### src/rtl/fcc_pkg.sv
package fcc_pkg;

    localparam int NUM_CLASS     = 3;
    localparam int DEF_HDR_W     = 8;
    localparam int DEF_DATA_W    = 12;
    localparam int DEF_MIN_DATA  = 8;   // 8 credits x 16 bytes = 128 bytes

    typedef enum logic [1:0] {
        FC_INIT1  = 2'b00,
        FC_INIT2  = 2'b01,
        FC_UPDATE = 2'b10,
        FC_NONE   = 2'b11
    } fc_kind_e;

    typedef enum logic [1:0] {
        CL_POST    = 2'b00,
        CL_NONPOST = 2'b01,
        CL_CPL     = 2'b10,
        CL_RSVD    = 2'b11
    } fc_class_e;

    typedef struct packed {
        logic hit;      // a valid DLLP addresses this class
        logic is_init;  // it is an initialisation advertisement
    } fc_req_t;

    function automatic logic kind_is_init(input logic [1:0] k);
        return (k == FC_INIT1) || (k == FC_INIT2);
    endfunction

    function automatic logic kind_is_live(input logic [1:0] k);
        return k != FC_NONE;
    endfunction

    function automatic bit class_has_floor(input int c);
        return (c == int'(CL_POST)) || (c == int'(CL_CPL));
    endfunction

endpackage

### src/rtl/fcc_field.sv
module fcc_field
    import fcc_pkg::*;
#(
    parameter int W       = 12,
    parameter bit MIN_EN  = 1'b0,
    parameter int MIN_LIM = 8
) (
    input  logic          clk,
    input  logic          rst,
    input  fc_req_t       req,
    input  logic [W-1:0]  adv,
    input  logic [W-1:0]  used,
    output logic          viol
);

    localparam logic [W-1:0] CEIL  = W'((1 << (W - 1)) - 1);
    localparam logic [W-1:0] FLOOR = W'(MIN_LIM);

    logic [W-1:0] lim_q;
    logic         armed_q;   // an initialisation has been seen since reset

    logic         infinite;
    logic         adv_zero;
    logic         exempt;
    logic [W-1:0] outstanding;
    logic         ceil_bad;
    logic         floor_bad;

    always_comb begin
        infinite    = armed_q && (lim_q == '0);
        adv_zero    = (adv == '0);
        exempt      = (req.is_init && adv_zero) || (!req.is_init && infinite);
        outstanding = adv - used;            // wraps modulo 2**W
        ceil_bad    = req.hit && !exempt && (outstanding > CEIL);
        floor_bad   = MIN_EN && req.is_init && !adv_zero && (adv < FLOOR);
        viol        = ceil_bad || floor_bad;
    end

    always_ff @(posedge clk) begin
        if (rst) begin
            lim_q   <= '0;
            armed_q <= 1'b0;
        end else if (req.hit) begin
            if (req.is_init) begin
                lim_q   <= adv;
                armed_q <= 1'b1;
            end else if (!infinite) begin
                lim_q   <= adv;
            end
        end
    end

endmodule

### config.mk
export PLATFORM = sky130hd
export DESIGN_NAME = fcc_field
export DESIGN_NICKNAME = d
export VERILOG_FILES = /design/src/rtl/fcc_pkg.sv /design/src/rtl/fcc_field.sv
export SDC_FILE = /design/constraint.sdc
export NUM_CORES = 1
export LEC_CHECK = 0
export BUFFER_PORTS_ARGS = -buffer_cell sky130_fd_sc_hd__buf_2
export CORE_UTILIZATION = 30
export CTS_BUF_LIST = sky130_fd_sc_hd__clkbuf_2
export CTS_CLUSTER_DIAMETER = 200
export CTS_CLUSTER_SIZE = 30
export DETAILED_ROUTE_END_ITERATION = 16
export PLACE_DENSITY = 0.61
export SYNTH_ARGS = -nofsm -noshare
export SYNTH_HDL_FRONTEND = slang
export SYNTH_SLANG_ARGS = --single-unit
export TNS_END_PERCENT = 30
### constraint.sdc
create_clock -name clk -period 1.8 [get_ports clk]
set_input_delay 0.18 -clock clk [delete_from_list [all_inputs] [get_ports clk]]
set_output_delay 0.18 -clock clk [all_outputs]
set_load 0.02 [all_outputs]
# Word-level counts from Yosys, hierarchy flattened
# Index checks and enable logic that the tools add are counted.
# word_totals
reg_bits,13
in_bits,28
output_inout_bits,1
elab_cells,19
# op_classes
addsub,1
magnitude_cmp,1
n_eq_ne,1
muxes,2
reduce_logical,12
# ops
cell,n
logical NOT 12 bit,2
two-way mux 12 bit,2
"greater-than comparator 12 x 11 -> 1 bit, second input constant",1
subtractor 12 bit,1
logical AND 1 bit,5
AND reduction 2 bit,2
logical NOT 1 bit,2
"inequality test 2 bit, second input constant",1
logical OR 1 bit,1

# Logic depth before layout (Yosys ltp)
# depth
depth_word,7
ltp_mapped,6
ltp_nobuf,6

# Worst setup path after synthesis
# OpenSTA, ideal clock, no wires.
# synth_timing
path_kind,input -> output
from,input used[8]
to,output viol
arrival_time_ns,1.653
required_ns,1.620
setup_slack_ns,-0.033
cell_stages,6
n_path_buf,0
path_cell_list,inv_1 > ha_1 > a211oi_1 > nor2_1 > a2111oi_0 > mux2i_1
# synth_via
elab_chain_len,3
# synth_rtl
item,line_no,source
"start, declared",fcc_field.sv:12,"input logic [W-1:0] used,"
subtractor 12 bit,fcc_field.sv:33,outstanding = adv - used;
greater-than comparator 12 x 11 -> 1 bit,fcc_field.sv:34,ceil_bad = req.hit && !exempt && (outstanding > CEIL);
logical AND 1 bit,fcc_field.sv:34,
"end, declared",fcc_field.sv:13,output logic viol
# Every way passes these cells.

# Worst setup path in the final report
# layout_timing
from,input adv[7]
to,output viol
# layout_via
elab_chain_len,6
word_cells_on_any_way,8
classes_between,1 x add/sub; 1 x order compare; 6 x reduce/logical
# layout_rtl
item,line_no,source
"start, declared",fcc_field.sv:11,"input logic [W-1:0] adv,"
"parallel branches: the longest is 5 deep, another holds subtractor 12 bit",-,
logical AND 1 bit *,fcc_field.sv:34,
# Every way passes the cells marked *.

==> metrics.md <==
| Metric | Value |
|---|---|
| Result of the run | `completed` |
| Num Clock Sinks | `13` |
| ANT nets after route | `0` |
| VDD IR-drop max | `379 µV` |
| Nets | `174` |
| Worst-path fanout max | `2` |
| PwrDens | `565 mW/mm²` |
| CTS buffer count | `3` |
| Hpwl dp | `1.63 mm` |
| Pleak | `0.599 nW` |
| Post-Syn Area | `826 µm²` |
| Slowest stage cell, crit path | `a2111oi_4` |
| Worst Setup Path Type | `input pin to output port` |
| CORE AREA | `0.00254 mm²` |
| Via-to-Cell Ratio | `4.79` |
| Slowest stage delay, CP | `340 ps` |
| MaxCap Viol Count | `0` |
| WP data arrival | `1560 ps` |
| DR WL/cell | `12.1 µm` |
| Place WS | `-151 ps` |
| Max Clk Rate | `roughly 570 MHz` |
| Worst-path clk slew | `around 110 ps` |
| Final period util | `96.7%` |
| Layout cells sized above 1 | `45.5%` |
| Number of synthesis warnings | `0` |
| Worst-path cell chain | `buf_2, ha_1, and4_4, a2111oi_4, mux2i_1, buf_4` |
| CP Launch Type | `input pin` |
| Diode count | `0` |
| Via total after detailed routing | `a little under 800` |
| CTS tree | `done` |
| Port Buffers | `28` |
| Clock buffer depth | `2` |
| GRT Total Usage | `15.1%` |
| Grt total ovfl | `0` |
| Final WL | `1.98 mm` |
| Tmin final | `1740 ps` |
| Fill cells | `about 290` |
| CP delay by family, top | `compound AO/OA/AOI/OAI gates` |
| RSZ-0062 raised after global routing | `no` |
| Worst min path class | `input pin to flop` |
| Die W | `54.5 µm` |
| Die Y | `54.5 µm` |
| FP Rows | `18` |
| Hold slack final | `151 ps` |
| Worst Clk Skew | `0.473 ps` |
| 1st-iter DRT viols | `4` |
| Pint | `482 µW` |
| Final slew viol count | `0` |
| Crit. End Element | `output port` |
| Mean instance size in the synthesized netlist | `about 9 µm²` |
| First-pass DRT Iterations | `3` |
| P&R area growth vs syn | `48.0%` |
| Number of global-route vias before repair | `783` |
| Worst slew pin tran | `roughly 280 ps` |
| End-of-flow core utilization | `around half` |
| Synth unique cells | `22` |
| Post-route setup slack | `59.5 ps` |
| Seq/Total Area, Yosys | `31.5%` |
| Full die area | `between 0.002 and 0.003 mm²` |
| Largest net degree at the start of global routing | `14` |
| Net Sw Power | `208 µW` |
| Flops & latches, synth | `13` |
| Logic pwr share | `between 30% and 40%` |
| Hold Vio Cnt, Final | `0` |
| GPL Wtd Cong | `between 0.8 and 0.9` |
| CTS H-tree lvls | `1` |
| Slew headroom | `80.9%` |
| Commonest non-fill, non-tap cells in the layout | `27 x buf_2, 16 x nor2_1, 13 x mux2i_1, 13 x dfxtp_1, 13 x buf_4` |
| Synth Net Count | `131` |
| DRC viols | `0` |
| # IOs | `29` |
| Final Setup Violations | `0` |
| Worst-skew pair later-pin latency | `280 ps` |
| Clock power frac | `between 20% and 30%` |
| Synth Instances | `92` |
| First-pass GRT wire length | `approximately 3.1 mm` |
| CP bufs+invs | `2` |
| Starting Density | `32.4%` |
| Leading cell type in the layout, fill and taps excluded | `buf_2` |
| Initial antenna violation count | `0` |
| Worst EP required | `1620 ps` |
| Root Buffer | `clkbuf_2` |
| Sequential Power Share | `46.2%` |
| Post-CTS Setup Bufs | `0` |
| Sw Share | `between 30 and 40%` |
## cell type report
class | count | area [µm²] | share of cell area [%]
Timing Repair Buffer | 40 | 233 | 19.0
Clock buffer | 4 | 20.0 | 1.64
Inverter | 12 | 45.0 | 3.68
Tap cell | 30 | 37.5 | 3.07
Multi-Input combinational cell | 65 | 627 | 51.3
Sequential cell | 13 | 260 | 21.3
## worst register-to-register path, cell delays in order, from the launching register on
cell and delay [ps]:
dfxtp_1 340, nor4b_2 330, a41oi_2 220, buf_4 240, mux2i_1 170, nor2_1 60
## worst paths after layout
path	from	to	slack, ps	depth (start not counted)
worst min-delay path	req[1]	armed_q	150	3
worst min register to register	armed_q	armed_q	470	2
worst max-delay path	adv[7]	viol	60	6
worst max register to register	lim_q[6]	lim_q[5]	340	5
## cells in the mapped netlist
| cell type | instances | share of area (%) |
|---|---|---|
| clkbuf_1 | 1 | 0.45 |
| mux2i_1 | 13 | 16 |
| a2111oi_0 | 1 | 1.1 |
| o21ai_0 | 2 | 1.2 |
| nand2_1 | 1 | 0.45 |
| dfxtp_1 | 13 | 32 |
| ha_1 | 11 | 17 |
| nor4_1 | 3 | 2.3 |
| nor2_1 | 16 | 7.3 |
| and4_1 | 1 | 1.1 |
| a211oi_1 | 2 | 1.8 |
| inv_1 | 12 | 5.5 |
| nand3_1 | 1 | 0.61 |
| nand4_1 | 3 | 2.3 |
| buf_6 | 1 | 1.4 |
| a41oi_2 | 1 | 2.0 |
| nor3_1 | 1 | 0.61 |
| a21oi_1 | 4 | 2.4 |
| nand3b_1 | 2 | 1.8 |
| xnor2_1 | 1 | 1.1 |
| nor4b_2 | 1 | 1.8 |
| nor4b_1 | 1 | 1.1 |
## routing by layer
| layer | up-vias | track usage [%] | wire, µm |
|---|---|---|---|
| met1 | 363 | 16.6 | 835 |
| li1 | 407 | - | - |
| met3 | 4 | 0.833 | 45 |
| met4 | 0 | 10.3 | 38 |
| met2 | 12 | 27.6 | 1060 |
| met5 | - | 0 | 0 |
## power by group through the flow
stage / clock network (mW) / logic (mW) / registers [mW]
5_1_grt: 0.162 / 0.242 / 0.321
6_report: 0.151 / 0.220 / 0.319
4_1_cts: 0.160 / 0.198 / 0.317
2_1_floorplan: 0 / 0.0989 / 0.319
3_3_place_gp: 0 / 0.173 / 0.320
3_5_place_dp: 0 / 0.178 / 0.322
## flip-flops by register name (all words and copies together), names as in the netlist
| name | cells |
|---|---|
| armed_q | 1 |
| lim_q | 12 |
## per-stage QoR
step                      cell area [µm²]  TNS (ps)  cells  power [mW]
after floorplan                       827         0     92       0.418
after global placement               1080      -132    160       0.494
after detailed placement             1080      -151    160       0.500
after CTS                            1150         0    164       0.675
after global routing                 1220         0    164       0.725
final                                1220         0    164       0.691
## kinds of logic (layout without fill, tap and decap cells)
| kind of cell | count (synthesis) | after routing | synth area share (%) |
|---|---|---|---|
| AND/OR/NAND/NOR | 30 | 30 | 19.2 |
| flip-flops | 13 | 13 | 31.5 |
| multiplexers | 13 | 13 | 15.8 |
| buffers and inverters | 14 | 56 | 7.27 |
| XOR/XNOR | 1 | 1 | 1.06 |
| adder cells (fa/ha/maj) | 11 | 11 | 16.7 |
| AO/OA/AOI/OAI | 10 | 10 | 8.49 |
## what timing repair did
action | in CTS | in global routing
hold buffers | 0 | 0
pin swaps | 3 | 2
gates cloned | 0 | 0
endpoints found under the hold margin | 0 | 0
gates resized for setup | 10 | 10
endpoints found under the setup margin | 1 | 1
No activity file was read; power rests on OpenSTA's default activity.
